`config.mk`:
```
export PLATFORM = sky130hd
export DESIGN_NAME = qenc_pos_counter
export DESIGN_NICKNAME = d
export VERILOG_FILES = /design/src/rtl/qenc_pkg.sv /design/src/rtl/qenc_sync.sv /design/src/rtl/qenc_decode.sv /design/src/rtl/qenc_poscnt.sv /design/src/rtl/qenc_events.sv /design/src/rtl/qenc_pos_counter.sv
export SDC_FILE = /design/constraint.sdc
export NUM_CORES = 1
export LEC_CHECK = 0
export ABC_CLOCK_PERIOD_IN_PS = 3500
export BUFFER_PORTS_ARGS = -buffer_cell sky130_fd_sc_hd__buf_2
export CAP_MARGIN = 10
export CELL_PAD_IN_SITES_DETAIL_PLACEMENT = 1
export CELL_PAD_IN_SITES_GLOBAL_PLACEMENT = 2
export CORE_MARGIN = 8
export CORE_UTILIZATION = 35
export CTS_CLUSTER_DIAMETER = 100
export DETAILED_ROUTE_END_ITERATION = 10
export PLACE_DENSITY_LB_ADDON = 0.05
export SLEW_MARGIN = 20
export SYNTH_ARGS = -nofsm -noshare
export SYNTH_HDL_FRONTEND = slang
export SYNTH_SLANG_ARGS = --single-unit
```
`constraint.sdc`:
```
create_clock -name clk -period 3.5 [get_ports clk]
set_input_delay 0.175 -clock clk [delete_from_list [all_inputs] [get_ports clk]]
set_output_delay 0.175 -clock clk [all_outputs]
set_load 0.005 [all_outputs]
```
`src/rtl/qenc_pkg.sv`:
```
package qenc_pkg;

  localparam int ADDR_W = 3;
  localparam int EV_W   = 12;

  localparam logic [ADDR_W-1:0] RA_COUNT  = 3'd0;
  localparam logic [ADDR_W-1:0] RA_CEIL   = 3'd1;
  localparam logic [ADDR_W-1:0] RA_CTRL   = 3'd2;
  localparam logic [ADDR_W-1:0] RA_STATUS = 3'd3;
  localparam logic [ADDR_W-1:0] RA_MASK   = 3'd4;
  localparam logic [ADDR_W-1:0] RA_FLAGS  = 3'd5;
  localparam logic [ADDR_W-1:0] RA_CLEAR  = 3'd6;

  localparam int EVB_GLOBAL = 0;
  localparam int EVB_DIRCHG = 3;
  localparam int EVB_UNDER  = 5;
  localparam int EVB_OVER   = 6;
  localparam int STS_DIR    = 5;
  localparam int CTRL_W     = 4;

  localparam logic [EV_W-1:0] EV_SRC_MASK =
    EV_W'((1 << EVB_DIRCHG) | (1 << EVB_UNDER) | (1 << EVB_OVER));

  typedef enum logic [1:0] {
    SRC_QUAD   = 2'd0,
    SRC_DIRCNT = 2'd1,
    SRC_UP     = 2'd2,
    SRC_DOWN   = 2'd3
  } src_mode_e;

  typedef struct packed {
    logic      both_edges;
    src_mode_e src;
    logic      run;
  } ctrl_t;

endpackage

```
`src/rtl/qenc_sync.sv`:
```
module qenc_sync #(
  parameter int WIDTH  = 2,
  parameter int STAGES = 2
) (
  input  logic             clk,
  input  logic             rst_n,
  input  logic [WIDTH-1:0] d,
  output logic [WIDTH-1:0] q
);

  for (genvar i = 0; i < WIDTH; i++) begin : g_bit
    logic [STAGES-1:0] chain;
    always_ff @(posedge clk or negedge rst_n) begin
      if (!rst_n) chain <= '0;
      else        chain <= {chain[STAGES-2:0], d[i]};
    end
    assign q[i] = chain[STAGES-1];
  end

endmodule

```
`src/rtl/qenc_decode.sv`:
```
module qenc_decode
  import qenc_pkg::*;
(
  input  logic      clk,
  input  logic      rst_n,
  input  logic      a_s,
  input  logic      b_s,
  input  src_mode_e src,
  input  logic      both_edges,
  input  logic      run,
  output logic      step,
  output logic      step_up
);

  logic a_prev, b_prev;

  always_ff @(posedge clk or negedge rst_n) begin
    if (!rst_n) begin
      a_prev <= 1'b0;
      b_prev <= 1'b0;
    end else begin
      a_prev <= a_s;
      b_prev <= b_s;
    end
  end

  logic a_chg, b_chg, a_rise, a_qual, raw_step;
  assign a_chg  = a_s ^ a_prev;
  assign b_chg  = b_s ^ b_prev;
  assign a_rise = a_s & ~a_prev;
  assign a_qual = both_edges ? a_chg : a_rise;

  always_comb begin
    raw_step = 1'b0;
    step_up  = 1'b1;
    unique case (src)
      SRC_QUAD: begin
        raw_step = a_chg ^ b_chg;
        step_up  = b_prev ^ a_s;
      end
      SRC_DIRCNT: begin
        raw_step = a_rise;
        step_up  = b_s;
      end
      SRC_UP: begin
        raw_step = a_qual;
        step_up  = 1'b1;
      end
      SRC_DOWN: begin
        raw_step = a_qual;
        step_up  = 1'b0;
      end
      default: begin
        raw_step = 1'b0;
        step_up  = 1'b1;
      end
    endcase
  end

  assign step = run & raw_step;

endmodule

```
`src/rtl/qenc_poscnt.sv`:
```
module qenc_poscnt #(
  parameter int CNT_W = 32
) (
  input  logic             clk,
  input  logic             rst_n,
  input  logic             step,
  input  logic             step_up,
  input  logic             wr_req,
  input  logic [CNT_W-1:0] wr_val,
  input  logic [CNT_W-1:0] ceil_val,
  output logic [CNT_W-1:0] count,
  output logic             dir_fwd,
  output logic             ev_over,
  output logic             ev_under,
  output logic             ev_dirchg
);

  logic wr_ok, adv, at_top, at_zero;
  assign wr_ok   = wr_req & (wr_val <= ceil_val);
  assign adv     = step & ~wr_ok;
  assign at_top  = count >= ceil_val;
  assign at_zero = count == '0;

  assign ev_over   = adv &  step_up & at_top;
  assign ev_under  = adv & ~step_up & at_zero;
  assign ev_dirchg = adv & (step_up != dir_fwd);

  always_ff @(posedge clk or negedge rst_n) begin
    if (!rst_n) begin
      count   <= '0;
      dir_fwd <= 1'b1;
    end else if (wr_ok) begin
      count <= wr_val;
    end else if (adv) begin
      dir_fwd <= step_up;
      if (step_up) count <= at_top  ? '0       : count + 1'b1;
      else         count <= at_zero ? ceil_val : count - 1'b1;
    end
  end

endmodule

```
`src/rtl/qenc_events.sv`:
```
module qenc_events
  import qenc_pkg::*;
(
  input  logic            clk,
  input  logic            rst_n,
  input  logic [EV_W-1:0] ev_pulse,
  input  logic [EV_W-1:0] ev_mask,
  input  logic            clr_wr,
  input  logic [EV_W-1:0] clr_bits,
  output logic [EV_W-1:0] flags,
  output logic            irq
);

  logic hit;
  assign hit = |(ev_pulse & ev_mask & EV_SRC_MASK);

  for (genvar i = 0; i < EV_W; i++) begin : g_flag
    if (i == EVB_GLOBAL) begin : g_glb
      always_ff @(posedge clk or negedge rst_n) begin
        if (!rst_n) flags[i] <= 1'b0;
        else        flags[i] <= hit | (flags[i] & ~(clr_wr & clr_bits[i]));
      end
    end else if (EV_SRC_MASK[i]) begin : g_evt
      always_ff @(posedge clk or negedge rst_n) begin
        if (!rst_n) flags[i] <= 1'b0;
        else        flags[i] <= ev_pulse[i] | (flags[i] & ~(clr_wr & clr_bits[i]));
      end
    end else begin : g_none
      assign flags[i] = 1'b0;
    end
  end

  assign irq = flags[EVB_GLOBAL];

endmodule

```
`src/rtl/qenc_pos_counter.sv`:
```
module qenc_pos_counter
  import qenc_pkg::*;
#(
  parameter int CNT_W       = 32,
  parameter int SYNC_STAGES = 2
) (
  input  logic              clk,
  input  logic              rst_n,
  input  logic              enc_a,
  input  logic              enc_b,
  input  logic              reg_wr,
  input  logic [ADDR_W-1:0] reg_addr,
  input  logic [CNT_W-1:0]  reg_wdata,
  output logic [CNT_W-1:0]  reg_rdata,
  output logic              irq
);

  logic [1:0]       ab_s;
  ctrl_t            ctrl_q;
  logic [CNT_W-1:0] ceil_q;
  logic [EV_W-1:0]  mask_q;
  logic [CNT_W-1:0] pos_count;
  logic             dir_fwd;
  logic             dec_step, dec_up;
  logic             ev_over, ev_under, ev_dirchg;
  logic [EV_W-1:0]  ev_vec, flags_q;
  logic             cnt_wr, clr_wr;

  assign cnt_wr = reg_wr && (reg_addr == RA_COUNT);
  assign clr_wr = reg_wr && (reg_addr == RA_CLEAR);

  qenc_sync #(.WIDTH(2), .STAGES(SYNC_STAGES)) u_sync (
    .clk(clk), .rst_n(rst_n), .d({enc_a, enc_b}), .q(ab_s)
  );

  qenc_decode u_dec (
    .clk(clk), .rst_n(rst_n), .a_s(ab_s[1]), .b_s(ab_s[0]),
    .src(ctrl_q.src), .both_edges(ctrl_q.both_edges), .run(ctrl_q.run),
    .step(dec_step), .step_up(dec_up)
  );

  qenc_poscnt #(.CNT_W(CNT_W)) u_cnt (
    .clk(clk), .rst_n(rst_n), .step(dec_step), .step_up(dec_up),
    .wr_req(cnt_wr), .wr_val(reg_wdata), .ceil_val(ceil_q),
    .count(pos_count), .dir_fwd(dir_fwd),
    .ev_over(ev_over), .ev_under(ev_under), .ev_dirchg(ev_dirchg)
  );

  always_comb begin
    ev_vec             = '0;
    ev_vec[EVB_OVER]   = ev_over;
    ev_vec[EVB_UNDER]  = ev_under;
    ev_vec[EVB_DIRCHG] = ev_dirchg;
  end

  qenc_events u_ev (
    .clk(clk), .rst_n(rst_n), .ev_pulse(ev_vec), .ev_mask(mask_q),
    .clr_wr(clr_wr), .clr_bits(reg_wdata[EV_W-1:0]),
    .flags(flags_q), .irq(irq)
  );

  always_ff @(posedge clk or negedge rst_n) begin
    if (!rst_n) begin
      ctrl_q <= '0;
      ceil_q <= '1;
      mask_q <= '0;
    end else if (reg_wr) begin
      unique case (reg_addr)
        RA_CTRL: ctrl_q <= ctrl_t'(reg_wdata[CTRL_W-1:0]);
        RA_CEIL: ceil_q <= reg_wdata;
        RA_MASK: mask_q <= reg_wdata[EV_W-1:0] & EV_SRC_MASK;
        default: ;
      endcase
    end
  end

  always_comb begin
    reg_rdata = '0;
    unique case (reg_addr)
      RA_COUNT:  reg_rdata = pos_count;
      RA_CEIL:   reg_rdata = ceil_q;
      RA_CTRL:   reg_rdata[CTRL_W-1:0] = ctrl_q;
      RA_STATUS: reg_rdata[STS_DIR] = dir_fwd;
      RA_MASK:   reg_rdata[EV_W-1:0] = mask_q;
      RA_FLAGS:  reg_rdata[EV_W-1:0] = flags_q;
      default:   reg_rdata = '0;
    endcase
  end

endmodule

```
==> metrics.md, run 1 <==
| Metric | Value |
|---|---|
| Status | `finished, final reports clean` |
| Max-slew headroom | `55.5%` |
| Sw frac | `47.4%` |
| #FFs+latches synth | `82` |
| Die Ht | `163 um` |
| Clock sink count | `82` |
| R2r worst-path depth | `10` |
| CP endpoint kind | `register` |
| Crit path required time | `3.77 ns` |
| Die width | `163 um` |
| Most frequent cells in the layout | `109 x nand2_1, 89 x nor2_1, 84 x o21ai_0` |
| Mapped Area | `0.00759 mm2` |
| Commonest non-fill, non-tap cell in the layout | `nand2_1` |
| Number of I/O port buffers | `72` |
| All-layer global routing usage | `23.2%` |
| Via Count | `7762` |
| Row cnt | `54` |
| Synth Area in Compound Gates | `20.6%` |
| Achievable frequency | `304 MHz` |
| DR DRC count | `0` |
| Post-synthesis adder-cell area fraction | `11.2%` |
| Setup slack after layout | `0.214 ns` |
| Root Buffer | `clkbuf_16` |
| Longest Clk Path Bufs | `2` |
| DRT iter0 DRCs | `535` |
| Mapped Avg Cell Area | `7.87 um2` |
| DP Area | `0.00855 mm2` |
| Place WS | `0.143 ns` |
| Share of power burned in combinational logic | `56.4%` |
| Post-synth top area share | `16.2%` |
| Setup TNS | `0 ns` |
| Synth area leader | `dfrtp_1` |
| Worst Path Class, Setup | `register to register` |
| Skew final | `0.0121 ns` |
| Die area | `0.0266 mm2` |
| Worst Setup Start Kind | `register` |
| Inserted Diodes | `0` |
| Pre-antenna DRT Iters | `5` |
| Clock slew at reported path FFs | `0.08 ns` |
| Simple-gate area share of the yosys netlist | `24.4%` |
| Max FO, Critical Path | `7` |
| Class of the worst hold path | `primary input to register` |
| Final global-route overflow total | `0` |
| Syn_nets | `1072` |
| Vias in the first global route | `8478` |
| Setup bufs post-CTS | `0` |
| Peak VDD IR | `0.246 mV` |
| Final hold slack | `0.0491 ns` |
| Final setup violating endpoints | `0` |
| Number of max-cap violations | `0` |
| Synth Instances | `964` |
| R2R setup slack | `0.21 ns` |
| Asr flop ratio synth | `100%` |
| PD cells | `689 mW/mm2` |
| Dpl cells | `1309` |
| Capturing point of the worst reg2reg path | `u_cnt.count[26]$_DFFE_PN0P_` |
| Post-route antenna net violation count | `0` |
| Synthesis Warnings | `0` |
| P_sw | `2.90 mW` |
| Clock Power Share | `16.4%` |
| Fin nets | `1151` |
| Hold Crit Endpoint | `ceil_q[13]$_DFFE_PN1P_` |
| Fin crit period | `3.29 ns` |
| Cell variety after synth | `72` |
| Largest family of logic cells by synthesized area | `simple AND/OR/NAND/NOR gates` |
| First-pass GRT wire length | `48.7 mm` |
| Total Power Consumption | `6.12 mW` |
| Final Cycle Share | `93.9%` |
| Core area | `0.0216 mm2` |
| Seq pwr share | `27.2%` |
| Post-Synth XOR/XNOR Area | `3.00%` |
| Initial antenna violation count | `0` |
| Cts bufs inserted | `9` |
| Post-DP HPWL | `22.9 mm` |
| Post-route design area | `0.00888 mm2` |
| DR vias/cell | `5.84` |
| Initial Util | `35.2%` |
| Top_reg_cell synth | `dfrtp_1` |
| Post-synthesis mux area share | `6.25%` |
| Post-Layout Cell Count | `1328` |
| Routed WL | `30.3 mm` |
| Post-layout util | `41.2%` |
| Unrepaired setup endpoints after global routing | `false` |
| Arr. time, crit path | `3.56 ns` |
| HP Start | `reg_wdata[13]` |
| TritonCTS clock tree | `yes` |
| P_int | `3.22 mW` |
| Post-synth EDFFs | `0` |
| Clock Latency Late Sink | `0.36 ns` |
| Routability-driven placement congestion ratio | `0.899` |
| Reg2reg start | `ceil_q[19]$_DFFE_PN1P_` |
| Area Growth Syn to Fin | `17.1%` |
| Tightest Pin Transition | `0.666 ns` |
| H-tree levels | `3` |
| Hold Crit Depth | `3` |
| P_leak | `3.80 nW` |
| Fraction of layout cells with a size suffix above 1 | `20.8%` |
| Sequential element share of the synthesized area | `27.6%` |
| Final Hold Vio Count | `0` |
| Slew Limit Fails | `0` |
| Top cells by area, synth | `dfrtp_1 16%, dfstp_2 11%, ha_1 11%` |
| WL per Instance | `22.8 um` |
| Largest net degree at the start of global routing | `39` |
| IO Pins | `73` |
==> state kept, by name, summed over array words and instances, names as in the netlist <==
signal              cells
ceil_q                 32
ctrl_q                  4
mask_q                  3
u_cnt.count            32
u_cnt.dir_fwd           1
u_dec.a_prev            1
u_dec.b_prev            1
u_ev.flags              3
u_ev.irq                1
u_sync.g_bit.chain      4
==> how the worst max path moves through the flow <==
stage	from	endpoint	slack, ns	cells past startpoint
floorplan	ceil_q[19]$_DFFE_PN1P_	u_cnt.count[28]$_DFFE_PN0P_	0.38	10
global placement	ceil_q[19]$_DFFE_PN1P_	u_cnt.count[26]$_DFFE_PN0P_	0.22	10
detailed placement	ceil_q[19]$_DFFE_PN1P_	u_cnt.count[26]$_DFFE_PN0P_	0.14	10
CTS	ceil_q[19]$_DFFE_PN1P_	u_cnt.count[26]$_DFFE_PN0P_	0.10	10
global route	ceil_q[19]$_DFFE_PN1P_	u_cnt.count[26]$_DFFE_PN0P_	0.05	10
finish	ceil_q[19]$_DFFE_PN1P_	u_cnt.count[26]$_DFFE_PN0P_	0.21	10
==> cell families (layout without fill, tap and decap cells) <==
| kind of cell | count (synthesis) | in the layout |
|---|---|---|
| AO/OA/AOI/OAI | 241 | 241 |
| XOR/XNOR | 26 | 26 |
| adder cells (fa/ha/maj) | 68 | 68 |
| buffers and inverters | 125 | 209 |
| flip-flops | 82 | 82 |
| multiplexers | 45 | 45 |
| AND/OR/NAND/NOR | 377 | 377 |
==> layer usage <==
layer  part of all wire (%)  wire length, um  track usage (%)  vias up
li1                       -                -                -     3694
met1                     47            14200             30.6     3890
met4                    2.0              610             6.92        0
met5                      0                0                0        -
met2                     48            14400             38.6      148
met3                    3.6             1080             3.15       30
==> critical path: stages, from the launching register on <==
cell	delay, ns
dfstp_2	0.54
inv_1	0.07
ha_1	0.31
a2111oi_0	0.41
o21ai_1	0.20
a311oi_2	0.34
o21ai_1	0.15
or2_1	0.29
buf_4	0.18
or4_1	0.50
a41oi_1	0.22
==> cell usage after synthesis, drive strengths merged, types with 11 or more instances <==
master	number
clkbuf	58
inv	50
nor2	90
xnor2	16
dfstp	33
nor4	28
a21oi	36
o21ai	95
dfrtp	49
nand2	109
a31oi	14
nand4	26
or3	11
or4	14
ha	68
nand3	30
buf	17
nor3	33
mux2i	35
==> final cells by class <==
class | count | area, um2
fill | 2635 | 12700
multi-input combinational | 757 | 5000
sequential | 82 | 2090
timing repair buffer | 143 | 953
tap | 280 | 350
clock buffer | 9 | 225
inverter | 50 | 188
clock inverter | 7 | 67.6
==> power by group through the flow <==
| stage | Clock, mW | Combinational, mW | Sequential [mW] |
|---|---|---|---|
| after floorplan | 0 | 2.24 | 1.51 |
| after global placement | 0 | 3.30 | 1.66 |
| after detailed placement | 0 | 3.42 | 1.68 |
| after CTS | 1.03 | 3.44 | 1.66 |
| after global routing | 1.05 | 3.83 | 1.71 |
| final | 1.01 | 3.45 | 1.67 |
==> timing repair <==
action / CTS / global route
hold buffers: 3 / 0
setup endpoints to repair: 0 / 2
gates resized for setup: 0 / 2
endpoints found under the hold margin: 22 / 0
Note: power is estimated with default switching activity, not from simulation.
==> run 2: changes to the inputs <==
- BUFFER_PORTS_ARGS: -buffer_cell sky130_fd_sc_hd__buf_2 -> -buffer_cell sky130_fd_sc_hd__buf_4
==> run 2 against run 1 <==
Compared with the run above:
- die area unchanged
- final cell count up 1.2%
- global-route usage up 0.074 points
- flip-flop and latch count unchanged
- utilization up 1.5 points
- wire length up 1.2%
==> metrics.md, run 2 (synthesis gave the netlist of run 1 again) <==
| Metric | Value |
|---|---|
| Die width | `163 um` |
| Status | `finished, final reports clean` |
| Via Count | `7869` |
| Capturing point of the worst reg2reg path | `u_cnt.count[26]$_DFFE_PN0P_` |
| Worst Path Class, Setup | `register to register` |
| Hold Crit Depth | `3` |
| Core area | `0.0216 mm2` |
| Post-route antenna net violation count | `0` |
| Crit path required time | `3.77 ns` |
| DP Area | `0.00883 mm2` |
| Max FO, Critical Path | `7` |
| Initial antenna violation count | `0` |
| P_sw | `2.92 mW` |
| Arr. time, crit path | `3.71 ns` |
| IO Pins | `73` |
| Tightest Pin Transition | `0.945 ns` |
| Hold Crit Endpoint | `ceil_q[21]$_DFFE_PN1P_` |
| P_int | `3.36 mW` |
| Cts bufs inserted | `9` |
| Final Hold Vio Count | `0` |
| DR vias/cell | `5.85` |
| Fraction of layout cells with a size suffix above 1 | `22.4%` |
| Slowest CP cell | `dfstp_2` |
| Clock Power Share | `15.6%` |
| DRT iter0 DRCs | `493` |
| Most frequent cells in the layout | `153 x buf_4, 109 x nand2_1, 88 x nor2_1` |
| Commonest non-fill, non-tap cell in the layout | `buf_4` |
| Achievable frequency | `291 MHz` |
| Area Growth Syn to Fin | `21.2%` |
| Met3 Resource Use GR | `3.35%` |
| CP endpoint kind | `register` |
| First-pass GRT wire length | `48.4 mm` |
| Worst path max stage delay | `0.54 ns` |
| Setup slack after layout | `0.0598 ns` |
| WL per Instance | `22.8 um` |
| Clock sink count | `82` |
| Vias in the first global route | `8299` |
| Most used routing layer | `met2` |
| Share of power burned in combinational logic | `59.2%` |
| Final global-route overflow total | `0` |
| Die Ht | `163 um` |
| TritonCTS clock tree | `yes` |
| DR DRC count | `0` |
| Final setup violating endpoints | `0` |
| Fin crit period | `3.44 ns` |
| Initial Util | `35.2%` |
| PD cells | `683 mW/mm2` |
| Skew final | `0.0101 ns` |
| HP Start | `reg_wdata[21]` |
| Max-slew headroom | `36.5%` |
| Largest regs | `ceil_q: 32 flops, u_cnt.count: 32 flops` |
| R2r worst-path depth | `11` |
| Routed WL | `30.6 mm` |
| Fill cells | `2625` |
| Place WS | `-0.163 ns` |
| Die area | `0.0266 mm2` |
| Clock slew at reported path FFs | `0.07 ns` |
| Longest Clk Path Bufs | `2` |
| Final hold slack | `0.0536 ns` |
| P_leak | `3.90 nW` |
| Fin nets | `1167` |
| Row cnt | `54` |
| Final Cycle Share | `98.3%` |
| Routability-driven placement congestion ratio | `0.827` |
| Inserted Diodes | `0` |
| Largest net degree at the start of global routing | `65` |
| Seq pwr share | `25.2%` |
| Class of the worst hold path | `primary input to register` |
| Dpl cells | `1324` |
| Met2 Use GR | `38.3%` |
| M1 GR Usage | `30.9%` |
| Number of max-cap violations | `0` |
| Cells along the critical path | `inv_1, ha_1, a2111oi_4, o21ai_1, a311oi_2, o21ai_2, buf_4, or2_1, buf_4, or4_1, a41oi_2` |
| Reg2reg start | `ceil_q[19]$_DFFE_PN1P_` |
| Post-Layout Cell Count | `1344` |
| Post-route design area | `0.00919 mm2` |
| All-layer global routing usage | `23.2%` |
| Post-DP HPWL | `23.0 mm` |
| Cell mode on critical path | `buf_4` |
| Slew Limit Fails | `0` |
| Worst Setup Start Kind | `register` |
| Clock Latency Late Sink | `0.35 ns` |
| Root Buffer | `clkbuf_16` |
| H-tree levels | `3` |
| R2R setup slack | `0.06 ns` |
| Peak VDD IR | `0.266 mV` |
| Number of I/O port buffers | `72` |
| Pre-antenna DRT Iters | `4` |
| Sw frac | `46.5%` |
| Setup TNS | `0 ns` |
[run 2: cell count changes in the layout (fill, tap and decap cells not counted), sizes merged]
| cell | change |
|---|---|
| buf | +16 |
| clkbuf | +1 |
| clkinvlp | +2 |
| inv | -3 |
[run 2: routing by layer]
metal  wire, um  vias up  share of wire (%)
li1           -     3727                  -
met1      14400     3955                 47
met2      14500      154                 47
met3       1040       33                3.4
met4        692        0                2.3
met5          0        -                  0
[run 2: how the worst max path moves through the flow]
stage,from,endpoint,slack [ns],cells after the start
after floorplan,ceil_q[19]$_DFFE_PN1P_,u_cnt.count[28]$_DFFE_PN0P_,0.38,10
after global placement,ceil_q[19]$_DFFE_PN1P_,u_cnt.count[28]$_DFFE_PN0P_,-0.02,10
after detailed placement,ceil_q[19]$_DFFE_PN1P_,u_cnt.count[26]$_DFFE_PN0P_,-0.16,10
after CTS,ceil_q[19]$_DFFE_PN1P_,u_cnt.count[26]$_DFFE_PN0P_,0.04,11
after global routing,ceil_q[19]$_DFFE_PN1P_,u_cnt.count[26]$_DFFE_PN0P_,-0.01,11
final,ceil_q[19]$_DFFE_PN1P_,u_cnt.count[26]$_DFFE_PN0P_,0.06,11
[run 2: cell type report]
type / instances / area, um2 / area share (%)
sequential: 82 / 2090 / 22.8
tap: 280 / 350 / 3.81
clock buffer: 10 / 239 / 2.60
inverter: 50 / 188 / 2.04
multi-input combinational: 757 / 5040 / 54.8
clock inverter: 6 / 48.8 / 0.531
timing repair buffer: 159 / 1240 / 13.5
[run 2: repair_timing]
| action | in CTS | in global routing |
|---|---|---|
| setup endpoints to repair | 13 | 5 |
| endpoints found under the hold margin | 32 | 0 |
| setup buffers | 0 | 1 |
| hold buffers | 3 | 0 |
| pin swaps | 1 | 3 |
| gates resized for setup | 5 | 3 |
[run 2: power groups by stage]
| stage | Combinational [mW] | Clock, mW | Sequential [mW] |
|---|---|---|---|
| 6_report | 3.72 | 0.977 | 1.58 |
| 3_3_place_gp | 3.57 | 0 | 1.59 |
| 2_1_floorplan | 2.24 | 0 | 1.51 |
| 5_1_grt | 4.10 | 1.04 | 1.63 |
| 3_5_place_dp | 3.61 | 0 | 1.60 |
| 4_1_cts | 3.66 | 1.01 | 1.59 |
[run 2: per-stage QoR]
stage	utilization, %	power, mW
floorplan	-	3.75
global placement	41.0	5.16
finish	42.7	6.28
CTS	42.5	6.26
detailed placement	41.0	5.21
global route	42.7	6.78
[run 2: worst max-delay path: cells and delay by family (launching register included)]
| family | cells | cell delay, ns |
|---|---|---|
| DFF | 1 | 0.54 |
| and+or+nand+nor | 2 | 0.79 |
| buffers and inverters | 3 | 0.43 |
| AOI/OAI and AO/OA | 5 | 1.25 |
| adders and majority gates | 1 | 0.35 |
==> run 3: changes to the inputs <==
- CELL_PAD_IN_SITES_GLOBAL_PLACEMENT: 2 -> 1
- CORE_UTILIZATION: 35 -> 40
- MAX_ROUTING_LAYER: default -> met4
==> run 3 against run 2 <==
Compared with the run above:
- fmax up 4.7%
- die area down 11%
- critical path depth down 5
- highest routed layer unchanged
==> metrics.md, run 3 (synthesis gave the netlist of run 1 again) <==
| Metric | Value |
|---|---|
| Status | `finished, final reports clean` |
| Fraction of layout cells with a size suffix above 1 | `20.4%` |
| Die area | `0.0236 mm2` |
| Die width | `154 um` |
| Routed wl met2 | `13.4 mm` |
| Number of I/O port buffers | `72` |
| All-layer global routing usage | `25.0%` |
| Tightest Pin Transition | `0.937 ns` |
| Die Ht | `154 um` |
| DR vias/cell | `6.14` |
| Inserted Diodes | `0` |
| P_leak | `3.82 nW` |
| Worst Setup Start Kind | `register` |
| Dpl cells | `1258` |
| Number of max-cap violations | `0` |
| Post-Layout Cell Count | `1276` |
| DR WL met3 | `1.16 mm` |
| Vias in the first global route | `8161` |
| Final global-route overflow total | `0` |
| Largest net degree at the start of global routing | `64` |
| Initial Util | `40.7%` |
| Final Hold Vio Count | `0` |
| Routed WL | `28.6 mm` |
| Highest metal used | `met4` |
| Area Growth Syn to Fin | `18.6%` |
| Setup TNS | `0 ns` |
| Arr. time, crit path | `3.55 ns` |
| Cts bufs inserted | `9` |
| Worst Path Class, Setup | `register to register` |
| Row cnt | `50` |
| Place WS | `0.133 ns` |
| Routability-driven placement congestion ratio | `0.879` |
| First-pass GRT wire length | `45.9 mm` |
| H-tree levels | `3` |
| Clock slew at reported path FFs | `0.07 ns` |
| Fin nets | `1146` |
| Skew final | `0.00830 ns` |
| DRT iter0 DRCs | `518` |
| Longest Clk Path Bufs | `2` |
| Clock sink count | `82` |
| Wire length on met1 | `13.4 mm` |
| DR DRC count | `0` |
| PD cells | `693 mW/mm2` |
| Fill cells | `2270` |
| Post-DP HPWL | `21.3 mm` |
| Core area | `0.0186 mm2` |
| Pre-antenna DRT Iters | `4` |
| CP endpoint kind | `register` |
| Post-route antenna net violation count | `0` |
| IO Pins | `73` |
| Final Cycle Share | `93.9%` |
| Slew Limit Fails | `0` |
| Commonest non-fill, non-tap cell in the layout | `buf_4` |
| Fin crit period | `3.29 ns` |
| TritonCTS clock tree | `yes` |
| Crit path required time | `3.77 ns` |
| Setup slack after layout | `0.215 ns` |
| Peak VDD IR | `0.274 mV` |
| Setup bufs post-CTS | `0` |
| Largest regs | `ceil_q: 32 flops, u_cnt.count: 32 flops` |
| Initial antenna violation count | `0` |
| Clock Latency Late Sink | `0.36 ns` |
| WL per Instance | `22.4 um` |
| Via Count | `7834` |
| Unrepaired setup endpoints after global routing | `false` |
| Root Buffer | `clkbuf_16` |
| Achievable frequency | `304 MHz` |
| Max-slew headroom | `37.5%` |
| Final setup violating endpoints | `0` |
| Most frequent cells in the layout | `133 x buf_4, 109 x nand2_1, 89 x nor2_1` |
| Max FO, Critical Path | `14` |
| Class of the worst hold path | `primary input to register` |
[run 3: cell types whose count changed in the layout (fill, tap and decap cells not counted), moves of 2 or more]
cell / before / now
clkinvlp_4: 3 / 1
inv_6: 3 / 0
buf_4: 153 / 133
bufinv_16: 0 / 3
[run 3: cell type report]
| type | instances | area [um2] | area share [%] |
|---|---|---|---|
| sequential | 82 | 2090 | 23.3 |
| timing repair buffer | 138 | 1070 | 11.9 |
| inverter | 50 | 188 | 2.09 |
| clock buffer | 10 | 239 | 2.66 |
| multi-input combinational | 757 | 5010 | 55.7 |
| clock inverter | 5 | 103 | 1.14 |
| tap | 234 | 293 | 3.25 |
[run 3: metal layers]
metal	global-route usage (%)	up-vias
li1	-	3681
met1	32.1	3931
met2	40.2	182
met3	3.34	40
met4	8.07	0
met5	-	-
[run 3: final timing paths]
path                                                         start                                 end  slack, ns  depth (start not counted)
worst max-delay path                    u_cnt.count[5]$_DFFE_PN0P_         u_cnt.count[28]$_DFFE_PN0P_       0.21                          6
worst min-delay path                                 reg_wdata[11]              ceil_q[11]$_DFFE_PN1P_       0.05                          3
worst max register to register          u_cnt.count[5]$_DFFE_PN0P_         u_cnt.count[28]$_DFFE_PN0P_       0.21                          6
worst min register to register  u_sync.g_bit[1].chain[0]$_DFF_PN0_  u_sync.g_bit[1].chain[1]$_DFF_PN0_       0.36                          0
max in group asynchronous                                    rst_n               ceil_q[1]$_DFFE_PN1P_       2.18                          3
min in group asynchronous                                    rst_n  u_sync.g_bit[1].chain[0]$_DFF_PN0_       0.50                          2
[run 3: through the flow]
stage / power, mW / cell area, um2 / utilization, % / hold slack, ns
2_1_floorplan: 3.75 / 7590 / - / -0.121
3_3_place_gp: 4.97 / 8610 / 46.2 / 0.285
3_5_place_dp: 5.03 / 8610 / 46.2 / 0.285
4_1_cts: 6.22 / 8980 / 48.2 / 0.0452
5_1_grt: 6.70 / 8990 / 48.2 / 0.0653
6_report: 6.24 / 8990 / 48.2 / 0.0490
[run 3: worst max-delay path: stages, from the launching register on]
cell,delay (ns)
dfrtp_1,0.67
nand4_1,0.37
nor4_1,0.72
nand2_1,0.27
or3_1,0.48
or4_1,0.45
a41oi_1,0.23
[run 3: what timing repair did]
action,in CTS,in global routing
setup endpoints to repair,0,4
hold buffers,3,0
resized for setup,0,4
endpoints found under the hold margin,15,0
[run 3: report_power, final]
group	internal [mW]	leakage [nW]	switching, mW	total, mW
Clock	0.713	0.165	0.433	1.15
Combinational	1.42	2.74	1.97	3.40
Sequential	1.30	0.915	0.390	1.69
